**src/rtl/page_commit_pkg.sv**
```systemverilog
package page_commit_pkg;
  typedef enum logic [1:0] {
    CYC_IDLE  = 2'd0,
    CYC_DRAIN = 2'd1,
    CYC_HOLD  = 2'd2
  } cyc_state_t;
endpackage

```
**src/rtl/page_ptr.sv**
```systemverilog
// Word pointer: upper part fixed by an address load, lower part steps per byte
// and wraps inside the page.
module page_ptr #(
  parameter int ADDR_W = 8,
  parameter int IDX_W  = 4
) (
  input  logic                    clk,
  input  logic                    rst_n,
  input  logic                    load_en,
  input  logic [ADDR_W-1:0]       load_val,
  input  logic                    step_en,
  output logic [ADDR_W-IDX_W-1:0] page_base,
  output logic [IDX_W-1:0]        slot
);
  localparam int PAGE_W = ADDR_W - IDX_W;

  logic [PAGE_W-1:0] base_d, base_q;
  logic [IDX_W-1:0]  slot_d, slot_q;

  always_comb begin
    base_d = base_q;
    slot_d = slot_q;
    if (load_en) begin
      base_d = load_val[ADDR_W-1:IDX_W];
      slot_d = load_val[IDX_W-1:0];
    end else if (step_en) begin
      slot_d = slot_q + 1'b1;  // natural wrap within the page
    end
  end

  always_ff @(posedge clk or negedge rst_n) begin
    if (!rst_n) begin
      base_q <= '0;
      slot_q <= '0;
    end else begin
      base_q <= base_d;
      slot_q <= slot_d;
    end
  end

  assign page_base = base_q;
  assign slot      = slot_q;
endmodule

```
**src/rtl/page_buf.sv**
```systemverilog
// Page buffer: one data register and one loaded flag per slot.
module page_buf #(
  parameter int DATA_W = 8,
  parameter int IDX_W  = 4
) (
  input  logic              clk,
  input  logic              rst_n,
  input  logic              wr_en,
  input  logic [IDX_W-1:0]  wr_idx,
  input  logic [DATA_W-1:0] wr_data,
  input  logic              clr,
  input  logic [IDX_W-1:0]  rd_idx,
  output logic [DATA_W-1:0] rd_data,
  output logic              rd_valid,
  output logic              any_valid
);
  localparam int SLOTS = 1 << IDX_W;

  logic [DATA_W-1:0] data_q [SLOTS];
  logic [SLOTS-1:0]  vld_d, vld_q;

  for (genvar g = 0; g < SLOTS; g++) begin : g_slot
    logic hit;
    assign hit = wr_en && (wr_idx == IDX_W'(g));

    // Data storage carries no reset; the loaded flag qualifies it.
    always_ff @(posedge clk) begin
      if (hit) data_q[g] <= wr_data;
    end

    always_comb begin
      vld_d[g] = vld_q[g];
      if (clr)      vld_d[g] = 1'b0;
      else if (hit) vld_d[g] = 1'b1;
    end
  end

  always_ff @(posedge clk or negedge rst_n) begin
    if (!rst_n) vld_q <= '0;
    else        vld_q <= vld_d;
  end

  assign rd_data   = data_q[rd_idx];
  assign rd_valid  = vld_q[rd_idx];
  assign any_valid = |vld_q;
endmodule

```
**src/rtl/commit_seq.sv**
```systemverilog
// Write-cycle sequencer: scans all slots one per clock, then runs out the timer.
module commit_seq
  import page_commit_pkg::*;
#(
  parameter int IDX_W  = 4,
  parameter int CYC    = 64
) (
  input  logic             clk,
  input  logic             rst_n,
  input  logic             stop_in,
  input  logic             any_valid,
  input  logic             wp_in,
  input  logic             pwr_ok,
  output logic             busy,
  output logic             drain_act,
  output logic [IDX_W-1:0] drain_idx,
  output logic             wp_hold,
  output logic             ok_hold,
  output logic             cycle_done
);
  localparam int CNT_W = $clog2(CYC + 1);
  localparam logic [IDX_W-1:0] LAST_IDX = {IDX_W{1'b1}};

  cyc_state_t       st_d, st_q;
  logic [CNT_W-1:0] cnt_d, cnt_q;
  logic [IDX_W-1:0] idx_d, idx_q;
  logic             wp_d, wp_q, ok_d, ok_q;

  always_comb begin
    st_d       = st_q;
    cnt_d      = cnt_q;
    idx_d      = idx_q;
    wp_d       = wp_q;
    ok_d       = ok_q;
    cycle_done = 1'b0;
    case (st_q)
      CYC_IDLE: begin
        if (stop_in && any_valid) begin
          st_d  = CYC_DRAIN;
          cnt_d = CNT_W'(CYC - 1);
          idx_d = '0;
          wp_d  = wp_in;
          ok_d  = pwr_ok;
        end
      end
      CYC_DRAIN, CYC_HOLD: begin
        if (cnt_q == '0) begin
          st_d       = CYC_IDLE;
          cycle_done = 1'b1;
        end else begin
          cnt_d = cnt_q - 1'b1;
          if (st_q == CYC_DRAIN) begin
            if (idx_q == LAST_IDX) st_d = CYC_HOLD;
            else                   idx_d = idx_q + 1'b1;
          end
        end
      end
      default: st_d = CYC_IDLE;
    endcase
  end

  always_ff @(posedge clk or negedge rst_n) begin
    if (!rst_n) begin
      st_q  <= CYC_IDLE;
      cnt_q <= '0;
      idx_q <= '0;
      wp_q  <= 1'b0;
      ok_q  <= 1'b0;
    end else begin
      st_q  <= st_d;
      cnt_q <= cnt_d;
      idx_q <= idx_d;
      wp_q  <= wp_d;
      ok_q  <= ok_d;
    end
  end

  assign busy      = (st_q != CYC_IDLE);
  assign drain_act = (st_q == CYC_DRAIN);
  assign drain_idx = idx_q;
  assign wp_hold   = wp_q;
  assign ok_hold   = ok_q;
endmodule

```
**src/rtl/page_commit.sv**
```systemverilog
module page_commit #(
  parameter int ADDR_W     = 8,
  parameter int DATA_W     = 8,
  parameter int IDX_W      = 4,
  parameter int CYCLE_CLKS = 200000
) (
  input  logic              clk,
  input  logic              rst_n,
  input  logic              addr_ld,
  input  logic [ADDR_W-1:0] addr_in,
  input  logic              byte_ld,
  input  logic [DATA_W-1:0] byte_in,
  input  logic              stop_in,
  input  logic              wp_in,
  input  logic              pwr_ok,
  output logic              busy,
  output logic              arr_we,
  output logic [ADDR_W-1:0] arr_addr,
  output logic [DATA_W-1:0] arr_wdata
);
  localparam int SLOTS   = 1 << IDX_W;
  localparam int PAGE_W  = ADDR_W - IDX_W;
  // The scan of every slot must fit inside the busy window.
  localparam int CYC_EFF = (CYCLE_CLKS < SLOTS) ? SLOTS : CYCLE_CLKS;

  logic [PAGE_W-1:0] page_base;
  logic [IDX_W-1:0]  slot;
  logic [IDX_W-1:0]  drain_idx;
  logic [DATA_W-1:0] rd_data;
  logic              rd_valid, any_valid;
  logic              drain_act, wp_hold, ok_hold, cycle_done;
  logic              take_addr, take_byte, allow_wr;

  assign take_addr = addr_ld && !busy;
  assign take_byte = byte_ld && !busy && !addr_ld;

  page_ptr #(.ADDR_W(ADDR_W), .IDX_W(IDX_W)) u_ptr (
    .clk       (clk),
    .rst_n     (rst_n),
    .load_en   (take_addr),
    .load_val  (addr_in),
    .step_en   (take_byte),
    .page_base (page_base),
    .slot      (slot)
  );

  page_buf #(.DATA_W(DATA_W), .IDX_W(IDX_W)) u_buf (
    .clk       (clk),
    .rst_n     (rst_n),
    .wr_en     (take_byte),
    .wr_idx    (slot),
    .wr_data   (byte_in),
    .clr       (cycle_done || take_addr),
    .rd_idx    (drain_idx),
    .rd_data   (rd_data),
    .rd_valid  (rd_valid),
    .any_valid (any_valid)
  );

  commit_seq #(.IDX_W(IDX_W), .CYC(CYC_EFF)) u_seq (
    .clk        (clk),
    .rst_n      (rst_n),
    .stop_in    (stop_in),
    .any_valid  (any_valid),
    .wp_in      (wp_in),
    .pwr_ok     (pwr_ok),
    .busy       (busy),
    .drain_act  (drain_act),
    .drain_idx  (drain_idx),
    .wp_hold    (wp_hold),
    .ok_hold    (ok_hold),
    .cycle_done (cycle_done)
  );

  // Upper half of the array is the protected region: page MSB set.
  assign allow_wr  = ok_hold && !(wp_hold && page_base[PAGE_W-1]);
  assign arr_we    = drain_act && rd_valid && allow_wr;
  assign arr_addr  = {page_base, drain_idx};
  assign arr_wdata = rd_data;
endmodule

```
**config.mk**
```make
export PLATFORM = sky130hd
export DESIGN_NAME = page_commit
export DESIGN_NICKNAME = d
export VERILOG_FILES = /design/src/rtl/page_commit_pkg.sv /design/src/rtl/page_ptr.sv /design/src/rtl/page_buf.sv /design/src/rtl/commit_seq.sv /design/src/rtl/page_commit.sv
export SDC_FILE = /design/constraint.sdc
export NUM_CORES = 1
export LEC_CHECK = 0
export ABC_AREA = 1
export BUFFER_PORTS_ARGS = -buffer_cell sky130_fd_sc_hd__buf_2
export CAP_MARGIN = 30
export CORE_UTILIZATION = 64
export CTS_BUF_LIST = sky130_fd_sc_hd__clkbuf_4 sky130_fd_sc_hd__clkbuf_8
export DETAILED_ROUTE_END_ITERATION = 8
export MAX_ROUTING_LAYER = met4
export PLACE_DENSITY_LB_ADDON = 0.25
export SLEW_MARGIN = 20
export SYNTH_ARGS = -nofsm -noshare
export SYNTH_HDL_FRONTEND = slang
export SYNTH_HIERARCHICAL = 1
export SYNTH_SLANG_ARGS = --single-unit
```
**constraint.sdc**
```tcl
create_clock -name clk -period 2.55 [get_ports clk]
set_input_delay 0.3825 -clock clk [delete_from_list [all_inputs] [get_ports clk]]
set_output_delay 0.3825 -clock clk [all_outputs]
set_load 0.01 [all_outputs]
```
# Word level (Yosys, flattened, before mapping)
# Memory sizes are Yosys's and may differ from the RTL's.
# Cells that the tools add are included.
# word_totals
latch_bits	0
output_inout_bits	18
ramBits	128
word_cells	251
rom_bits	0
inputBits	23
reg_bits	50
mem_count	1
# mem_list
memory	words	width	read_ports	rd_clocked_by_memory_dff	write_ports	line	source
u_buf.data_q	16	8	1	0	1	page_buf.sv:19	logic [DATA_W-1:0] data_q [SLOTS];
# op_classes
n_shift	0
bitwise	0
order_cmp	1
n_reduce_logical	71
addsub	3
n_mul	0
mux	128
div	0
n_eq_ne	24
# op_table
op	count
$mux 8	15
$reduce_or 8->1	15
$mux 4	21
$mux 1	82
$reduce_bool 2->1	19
$eq 4x4->1 const B	9
$mux 18	2
$pmux 18 s2	1
$logic_and 1x1->1	24
$logic_not 18->1	1
$sub 18x1->18 const B	1
$eq 4x3->1 const B	4
$reduce_or 16->1	1
$add 4x1->4 const B	2
$eq 4x2->1 const B	2
$mux 2	4
$pmux 4 s2	1
$ne 2x2->1 const B	3
$reduce_and 3->1	2
$lt 4x5->1 const B	1
$reduce_and 5->1	1
$bmux 1 s4	1
$eq 4x1->1 const B	1
$logic_not 4->1	1
11 further kinds	13

# Depth between registers and ports, before layout
# Gate-level depths: netlist of the first run.
# depth
depth_word	23
mapped_depth	11
depth_no_buf	10

# Modules after synthesis
# The synthesis of the first run kept the hierarchy.
# modules_own_cells
module	n_inst	seq_area_each_um2	area_per_inst_um2	cells_each
page_buf	1	4244.1	6478.7	654
commit_seq	1	650.6	1739.2	244
page_ptr	1	200.2	414.1	36
page_commit	1	0.0	48.8	9

# Worst setup path after synthesis of the first run
# Ideal clock, no wire load.
# synth_timing
path_type	register to register
start	register u_seq.st_q[0]
end	memory u_buf.data_q[0][0] (enable)
synth_period_minus_slack_ns	2.133
stages_incl_launch_ff	10
arrival_time_ns	1.809
setup_ns	0.324
required_ns	2.226
path_buffers	1
slack_ns	0.417
cell_sequence	dfrtp_1 inv_1 ha_1 inv_1 nor3_2 buf_4 inv_1 nor3_2 nand2_1 inv_1
# synth_between
elab_cells_between_ends	97
cone_classes	mux (62); reduce/logical (35)
# synth_rtl
element	line	source
start: declaration	commit_seq.sv:24	cyc_state_t st_d, st_q;
start signal: assignment	commit_seq.sv:70	st_q <= st_d;
$reduce_bool 2->1	commit_seq.sv:78	assign busy = (st_q != CYC_IDLE);
via busy	page_commit.sv:16	output logic busy,
$logic_not 1->1	page_commit.sv:35	assign take_byte = byte_ld && !busy && !addr_ld;
$logic_and 1x1->1 (2 in series)	page_commit.sv:35	
via take_byte	page_commit.sv:32	logic take_addr, take_byte, allow_wr;
$logic_and 1x1->1	page_buf.sv:24	assign hit = wr_en && (wr_idx == IDX_W'(g));
via u_buf.g_slot[0].hit	page_buf.sv:23	logic hit;
$mux 1	page_buf.sv:28	if (hit) data_q[g] <= wr_data;
$mux 1 (implied by the code)	page_buf.sv:28	
$mux 1 (no line) (15 in series)	-	
end: declaration	page_buf.sv:19	
# The timed path passes the listed nets, and every way through them passes these cells.

# Final worst setup path of the first run
# layout_timing
start	register u_seq.idx_q[0], in the netlist u_seq/drain_idx[0]
end	output port arr_wdata[0]
# layout_between
elab_chain_len	1
# layout_lines
element	line	source
start: declaration	commit_seq.sv:26	logic [IDX_W-1:0] idx_d, idx_q;
start signal: assignment	commit_seq.sv:72	idx_q <= idx_d;
$mem_v2 16x8	-	
end: declaration	page_commit.sv:19	output logic [DATA_W-1:0] arr_wdata
# Every way passes these cells.

==> results of run 1 <==
-- registers in the layout, summed over array words and instances, names as in the netlist --
signal           count
u_seq/cnt_q         18
u_ptr/page_base      4
u_seq/ok_hold        1
u_ptr/slot           4
u_seq/drain_idx      4
u_buf/data_q       128
u_seq/st_q           2
u_seq/wp_hold        1
u_buf/vld_q         16
-- metrics by stage --
stage | power [mW] | hold WS (ps)
after floorplan | 6.62 | 86.9
after global placement | 7.31 | 300
after detailed placement | 7.41 | 305
after CTS | 9.22 | 109
after global routing | 9.88 | 120
final | 9.28 | 136
-- worst min path at each step --
stage / from / depth (start not counted) / end / slack (ps)
after floorplan: rst_n / 0 / u_buf/vld_q[0] / 90
after global placement: rst_n / 1 / u_seq/cnt_q[9] / 300
after detailed placement: rst_n / 1 / u_seq/cnt_q[9] / 310
after CTS: addr_in[1] / 3 / u_ptr/slot[1] / 110
after global routing: wp_in / 2 / u_seq/wp_hold / 120
final: addr_in[7] / 2 / u_ptr/page_base[3] / 140
-- power groups by stage --
| stage | logic, mW | clock network (mW) | registers (mW) |
|---|---|---|---|
| 2_1_floorplan | 2.88 | 0 | 3.74 |
| 5_1_grt | 4.13 | 1.93 | 3.81 |
| 6_report | 3.71 | 1.81 | 3.76 |
| 4_1_cts | 3.63 | 1.84 | 3.75 |
| 3_3_place_gp | 3.52 | 0 | 3.79 |
| 3_5_place_dp | 3.61 | 0 | 3.80 |
-- critical path: stages (launching register included) --
cell     delay (ps)
dfrtp_2         490
buf_4           190
inv_6           230
nand2_1         100
nand3_1          90
nand3_1         120
nand3_1         140
nand2_1          60
buf_2           130
-- metal layers --
metal	GRT usage (%)	wire length [um]	vias up	share of wire (%)
met1	38.4	7850	3058	41
met5	-	0	-	0
met4	11.6	425	0	2.2
met3	6.42	1570	40	8.2
met2	45.8	9250	283	48
li1	-	-	3088	-
-- cell usage in the layout (no fill, tap or decap), types with 3 or more instances in the layout --
cell,Yosys,routed
clkinv_2,0,3
nand3b_1,3,3
a21oi_1,19,19
edfxtp_1,128,128
nor2_4,3,3
buf_4,11,10
buf_2,7,40
ha_1,7,7
xnor2_1,4,4
mux2_4,4,4
nor2_1,38,38
clkbuf_8,0,17
inv_6,1,5
nand2_1,284,284
inv_1,163,163
clkinv_4,0,4
nand4_1,8,8
nand3_1,151,151
dfrtp_2,0,3
o21ai_1,12,12
dfrtp_1,50,47
or2_2,4,4
inv_2,5,5
-- cells by family after synthesis --
logic type / share of synthesized area [%]
XOR/XNOR: 0.605
flip-flops: 58.7
adder cells (fa/ha/maj): 1.01
multiplexers: 0.951
AO/OA/AOI/OAI: 2.62
AND/OR/NAND/NOR: 25.4
buffers and inverters: 10.7
-- final cells by class --
type | count | area (um2)
timing repair buffer | 55 | 348
fill | 1036 | 3890
timing repair inverter | 1 | 8.76
multi-input combinational | 560 | 2660
inverter | 170 | 651
clock buffer | 17 | 234
sequential | 178 | 5100
clock inverter | 15 | 134
tap | 176 | 220
-- what timing repair did --
| action | CTS | global route |
|---|---|---|
| gates cloned | 0 | 1 |
| hold buffers | 1 | 0 |
| setup endpoints to repair | 1 | 7 |
| resized for setup | 2 | 8 |
| setup buffers | 0 | 1 |
| hold endpoints to repair | 13 | 0 |
==> results.json, run 1 <==
{
  "yosysWarningCount": 6,
  "cts_tree": "yes",
  "cp.arrival_ps": 2040,
  "r2r_cells": 8,
  "wl_per_cell_um": 16.3,
  "critPathLaunchType": "flop",
  "power_density_nw_per_um2": 993,
  "synthArstFlopShare_pct": 28.1,
  "ys_top_cells_by_area": "edfxtp_1 44%, dfrtp_1 14%, nand2_1 12%",
  "seq_area_frac_synth_pct": 58.7,
  "irDropWorstVdd_mv": 0.976,
  "ys_ff_latch": 178,
  "placed_area_um2": 8930,
  "p_comb_share_pct": 40.0,
  "fin_setup_tns_ps": 0,
  "crit_required_ps": 2170,
  "die_area_um2": 14000,
  "grtUsageTotal_pct": 29.5,
  "synth.most_common_cell": "nand2_1",
  "drc_errors": 0,
  "cp-end-kind": "output port",
  "design_area_um2": 9350,
  "switchingPower_mw": 3.82,
  "antenna_found_initial": 0,
  "grt_max_degree": 73,
  "rrSetupSlack_ps": 300,
  "initial_core_util_pct": 65.6,
  "fin_cells": 1172,
  "final_max_slew_viol_count": 0,
  "finish.utilization_pct": 70.6,
  "drive_gt1_share_pct": 12.1,
  "synthDistinctLibCells": 38,
  "grt_pass1_vias": 6238,
  "preCtsSetupSlack_ps": 339,
  "clock_sinks": 178,
  "die_h_um": 118,
  "area_growth_pct": 7.71,
  "antenna_cells": 0,
  "core_area_um2": 13200,
  "path_class": "flop to output port",
  "timing.final.hold_violations": 0,
  "r2r_start": "u_seq/st_q[0]",
  "period_share_pct": 95.0,
  "io_pins": 41,
  "num_rows": 42,
  "place_inst": 1137,
  "reg2reg_to": "u_buf/data_q[1][2]",
  "avgSynthCellArea_um2": 9.21,
  "post-dp-hpwl_um": 12400,
  "cts_buffers": 17,
  "skew_ps": 8.23,
  "gr-total-overflow": 0,
  "drt_iter0_markers": 697,
  "cp-endpoint": "arr_wdata[0]",
  "startpoint": "u_seq/drain_idx[0]",
  "num_vias": 6469,
  "hp-class": "input pin to flop",
  "cp_max_fo": 36,
  "seqPwrFrac_pct": 40.5,
  "clockPowerShare_pct": 19.5,
  "yosys.area.top_type": "edfxtp_1",
  "rsz0062_at_grt": "false",
  "syn-cell-area_um2": 8680,
  "slew_headroom_pct": 50.3,
  "timing.final.setup_violations": 0,
  "nets": 1013,
  "cap_violations": 0,
  "cts.path.max_buffers": 2,
  "p_int_mw": 5.46,
  "synthCells": 943,
  "netlist_top_cells_count": "284 x nand2_1, 163 x inv_1, 151 x nand3_1",
  "switching_share_pct": 41.2,
  "ant_nets": 0,
  "fin_ws_ps": 128,
  "synth_edf_count": 128,
  "max_freq_mhz": 413,
  "clock_latency_ps": 470,
  "syn-num-nets": 973,
  "routed_via_density": 5.52,
  "power.leakage_nw": 4.43,
  "wl_um": 19100,
  "period_needed_ps": 2420,
  "synthFlopType": "edfxtp_1",
  "grt_pass1_wl_um": 30500,
  "dieWidth_um": 118,
  "status": "complete, no violations",
  "place_congestion": 0.922,
  "htree_levels": 4,
  "firstDrtPassIters": 7,
  "synth_top_area_share_pct": 44.3,
  "portBuffers": 40,
  "worst_pin_slew_ps": 745,
  "cts_root_buf": "clkbuf_8",
  "clkTransAtPathRegs_ps": 90
}
Power figures use the tool's default switching activity.
==> run 2: changes to the inputs <==
Settings changed: CORE_ASPECT_RATIO from default to 1.75, CORE_MARGIN from default to 2.
==> run 2 against run 1 <==
  * Critical path type unchanged
  * Power up 3.2%
  * Fmax down 1.4%
  * Wire length up 9.7%
  * Die area up 3.7%
  * Largest power group is now combinational cells
==> results.json, run 2 (synthesized netlist as in run 1, its figures left out) <==
{
  "p_int_mw": 5.52,
  "num_vias": 6580,
  "place_congestion": 0.923,
  "switchingPower_mw": 4.06,
  "final_common_cell": "nand2_1",
  "antenna_found_initial": 0,
  "path_class": "flop to output port",
  "timing.final.hold_violations": 0,
  "crit_required_ps": 2170,
  "max_freq_mhz": 407,
  "drive_gt1_share_pct": 12.2,
  "slew_headroom_pct": 50.0,
  "r2r_cells": 8,
  "period_share_pct": 96.3,
  "top_regs": "u_buf/data_q (128), u_seq/cnt_q (18), u_buf/vld_q (16)",
  "cts.path.max_buffers": 2,
  "cts_buffers": 17,
  "power_density_nw_per_um2": 1020,
  "mostFrequentLayoutCells": "284 x nand2_1, 163 x inv_1, 151 x nand3_1, 128 x edfxtp_1, 49 x dfrtp_1",
  "initial_core_util_pct": 65.2,
  "seqPwrFrac_pct": 39.0,
  "design_area_um2": 9440,
  "cts_tree": "yes",
  "cp_max_fo": 35,
  "fin_setup_tns_ps": 0,
  "nets": 1015,
  "post-dp-hpwl_um": 13400,
  "irDropWorstVdd_mv": 0.849,
  "cts_root_buf": "clkbuf_8",
  "htree_levels": 4,
  "r2r_start": "u_seq/st_q[1]",
  "fillers": 1022,
  "critPathLaunchType": "flop",
  "switching_share_pct": 42.4,
  "status": "complete, no violations",
  "wl_per_cell_um": 17.9,
  "hp-class": "input pin to flop",
  "wl_um": 20900,
  "drc_errors": 0,
  "firstDrtPassIters": 6,
  "cp.arrival_ps": 2070,
  "die_h_um": 158,
  "worst_pin_slew_ps": 750,
  "clockPowerShare_pct": 19.7,
  "largest_reg_flops": 128,
  "final_max_slew_viol_count": 0,
  "regMostFlops": "u_buf/data_q",
  "timing.final.setup_violations": 0,
  "portBuffers": 40,
  "grt_pass1_vias": 6129,
  "rrSetupSlack_ps": 210,
  "grt_max_degree": 73,
  "io_pins": 41,
  "multi_input_area_um2": 2660,
  "cp-endpoint": "arr_wdata[7]",
  "antenna_cells": 0,
  "clock_latency_ps": 460,
  "core_area_um2": 13300,
  "routed_via_density": 5.61,
  "p_comb_share_pct": 41.3,
  "min_from": "addr_in[1]",
  "reg2reg_to": "u_buf/data_q[7][1]",
  "placed_area_um2": 8920,
  "area_growth_pct": 8.72,
  "ant_nets": 0,
  "period_needed_ps": 2460,
  "cap_violations": 0,
  "grtUsageTotal_pct": 29.4,
  "cp-end-kind": "output port",
  "gr-total-overflow": 0,
  "startpoint": "u_seq/drain_idx[0]",
  "dieWidth_um": 92.0,
  "skew_ps": 12.5,
  "clkTransAtPathRegs_ps": 110,
  "drt_iter0_markers": 805,
  "die_area_um2": 14500,
  "power.leakage_nw": 4.48,
  "clock_sinks": 178,
  "grt_pass1_wl_um": 31100,
  "seqCellArea_um2": 5100,
  "num_rows": 56
}
==> run 2: cell type report <==
cell class / instances / share of cell area, %
Clock buffer: 17 / 2.48
Multi-Input combinational cell: 560 / 28.1
Clock inverter: 15 / 1.74
Inverter: 170 / 6.92
Timing Repair Buffer: 56 / 4.18
Timing Repair inverter: 2 / 0.212
Tap cell: 174 / 2.31
Sequential cell: 178 / 54.0
==> run 2: how the worst min path moves through the flow <==
stage,end,cells after the start,slack (ps)
after floorplan,u_buf/vld_q[0],0,90
after global placement,u_seq/cnt_q[15],1,450
after detailed placement,u_seq/cnt_q[15],1,460
after CTS,u_ptr/slot[1],3,110
after global routing,u_ptr/slot[1],3,120
final,u_ptr/slot[1],3,130
==> run 2: repair_timing <==
action	4_1_cts	5_1_grt
endpoints found under the setup margin	4	7
hold endpoints to repair	27	0
hold buffers	1	0
cloned	0	3
resized for setup	2	5
buffers inserted	0	5
==> run 2: stage by stage <==
step | std cells | hold WS (ps) | power, mW | utilization [%] | worst slack [ps]
final | 1172 | 130 | 9.58 | 70.9 | 93.4
after detailed placement | 1131 | 456 | 7.50 | 67.0 | 328
after global routing | 1172 | 122 | 10.2 | 70.9 | -0.919
after CTS | 1164 | 108 | 9.38 | 70.1 | 49.0
after floorplan | 943 | 86.9 | 6.62 | - | 417
after global placement | 1131 | 454 | 7.42 | 67.0 | 414
==> run 2: routing by layer <==
| metal | wire [um] | track usage (%) |
|---|---|---|
| met5 | 0 | - |
| met4 | 977 | 11.6 |
| met3 | 1220 | 4.57 |
| met2 | 11400 | 54.3 |
| met1 | 7340 | 31.3 |
==> run 2: power groups by stage <==
| stage | Combinational (mW) | Sequential, mW | Clock (mW) |
|---|---|---|---|
| 2_1_floorplan | 2.88 | 3.74 | 0 |
| 3_5_place_dp | 3.71 | 3.79 | 0 |
| 5_1_grt | 4.38 | 3.77 | 2.02 |
| 3_3_place_gp | 3.64 | 3.77 | 0 |
| 4_1_cts | 3.74 | 3.73 | 1.92 |
| 6_report | 3.96 | 3.73 | 1.89 |
==> run 2: critical path, cell delays in order (launching register included) <==
cell and delay (ps):
dfrtp_4 570, buf_4 170, clkbuf_16 200, nand2_1 150
nand3_1 100, nand3_1 100, nand3_1 80, nand2_1 100
buf_2 140
==> run 3: changes to the inputs <==
Settings changed: RECOVER_POWER from default to 100.
==> run 3 against run 2 <==
  * The flow now finishes with violations (capacitance limit, slew limit)
  * Non-clock buffer count stayed put
  * Cell count stayed put
  * Sequential power hardly changed
  * Highest routed layer unchanged
==> results.json, run 3 (synthesized netlist as in run 1, its figures left out) <==
{
  "status": "complete, but fails checks",
  "violations": "capacitance limit, slew limit",
  "preCtsSetupSlack_ps": 328,
  "cp_max_fo": 35,
  "regMostFlops": "u_buf/data_q",
  "nets": 1015,
  "finish.utilization_pct": 70.6,
  "die_area_um2": 14500,
  "top_regs": "u_buf/data_q (128), u_seq/cnt_q (18), u_buf/vld_q (16)",
  "mostFrequentLayoutCells": "284 x nand2_1, 163 x inv_1, 151 x nand3_1, 128 x edfxtp_1, 49 x dfrtp_1",
  "post-dp-hpwl_um": 13400,
  "cts_root_buf": "clkbuf_8",
  "placed_area_um2": 8920,
  "timing.final.setup_violations": 0,
  "design_area_um2": 9400,
  "worst_pin_slew_ps": 1650,
  "grt_pass1_vias": 6129,
  "cap_violations": 1,
  "power_density_nw_per_um2": 1020,
  "area_growth_pct": 8.32,
  "dieWidth_um": 92.0,
  "critPathLaunchType": "flop",
  "max_freq_mhz": 401,
  "period_share_pct": 97.7,
  "firstDrtPassIters": 6,
  "grtUsageTotal_pct": 29.4,
  "cts_tree": "yes",
  "cts_buffers": 17,
  "ant_nets": 0,
  "clock_sinks": 178,
  "antenna_found_initial": 0,
  "antenna_cells": 0,
  "grt_pass1_wl_um": 31100,
  "htree_levels": 4,
  "whs_ps": 130,
  "die_h_um": 158,
  "period_needed_ps": 2490,
  "clkTransAtPathRegs_ps": 110,
  "largest_reg_flops": 128,
  "drc_errors": 0,
  "path_class": "flop to output port",
  "wl_um": 20900,
  "fin_ws_ps": 57.8,
  "initial_core_util_pct": 65.2,
  "slew_headroom_pct": -10.2,
  "irDropWorstVdd_mv": 0.848,
  "final_common_cell": "nand2_1",
  "clock_latency_ps": 460,
  "num_vias": 6578,
  "portBuffers": 40,
  "power.leakage_nw": 4.42,
  "timing.final.hold_violations": 0,
  "skew_ps": 12.4,
  "routed_via_density": 5.61,
  "grt_max_degree": 73,
  "hp-class": "input pin to flop",
  "gr-total-overflow": 0,
  "crit_required_ps": 2170,
  "cts.path.max_buffers": 2,
  "cp.arrival_ps": 2110,
  "core_area_um2": 13300,
  "num_rows": 56,
  "io_pins": 41,
  "final_max_slew_viol_count": 28,
  "place_congestion": 0.923,
  "drive_gt1_share_pct": 10.4,
  "wl_per_cell_um": 17.9,
  "p_total_mw": 9.55,
  "drt_iter0_markers": 736,
  "cp-end-kind": "output port"
}
-- run 3: changes by cell type in the layout (fill, tap and decap cells not counted) --
cell / change
buf_2: -13
buf_4: -2
clkbuf_1: +15
mux2_1: +3
mux2_4: -3
-- run 3: worst paths after layout --
kind / from / end / slack [ps] / depth (start not counted)
max in group asynchronous: rst_n / u_ptr/slot[2] / 710 / 2
min in group asynchronous: rst_n / u_seq/cnt_q[15] / 870 / 2
max reg2reg: u_seq/st_q[1] / u_buf/data_q[7][1] / 160 / 8
min: addr_in[1] / u_ptr/slot[1] / 130 / 3
min reg2reg: u_seq/cnt_q[0] / u_seq/cnt_q[0] / 490 / 1
max: u_seq/drain_idx[0] / arr_wdata[2] / 60 / 8
-- run 3: area by class of cell --
cell class,count,area (um2)
multi-input cells,560,2650
well taps,174,218
fillers,1033,3910
clock inverters,15,164
repair inverters,2,20.0
repair buffers,56,370
inverters,170,653
flip-flops and latches,178,5100
clock buffers,17,234
-- run 3: stage by stage --
step | TNS (ps) | instances
final | 0 | 1172
after global routing | -7.41 | 1172
after CTS | 0 | 1164
after detailed placement | 0 | 1131
after global placement | 0 | 1131
after floorplan | 0 | 943
-- run 3: power breakdown --
group | internal [mW] | total, mW | switching [mW]
registers | 3.44 | 3.73 | 0.293
logic | 1.30 | 3.92 | 2.63
clock network | 0.743 | 1.89 | 1.15
-- run 3: routing by layer --
metal  vias to the layer above  part of all wire, %  global-route usage [%]
met3                        64                  6.5                    4.57
met5                         -                    0                       -
li1                       3092                    -                       -
met2                       320                   55                    54.3
met4                         0                  3.9                    11.6
met1                      3102                   35                    31.3
-- run 3: timing repair --
item	in CTS	in global routing
setup buffers	0	5
endpoints found under the hold margin	27	0
cloned	0	3
hold buffers	1	0
gates resized for setup	2	5
endpoints found under the setup margin	4	7
-- run 3: worst max-delay path, cell delays in order, from the launching register on --
cell and delay [ps]:
dfrtp_4 570, buf_4 170, clkbuf_16 200, nand2_1 90, nand3_1 110, nand3_1 140
nand3_1 80, nand2_1 140, buf_2 140
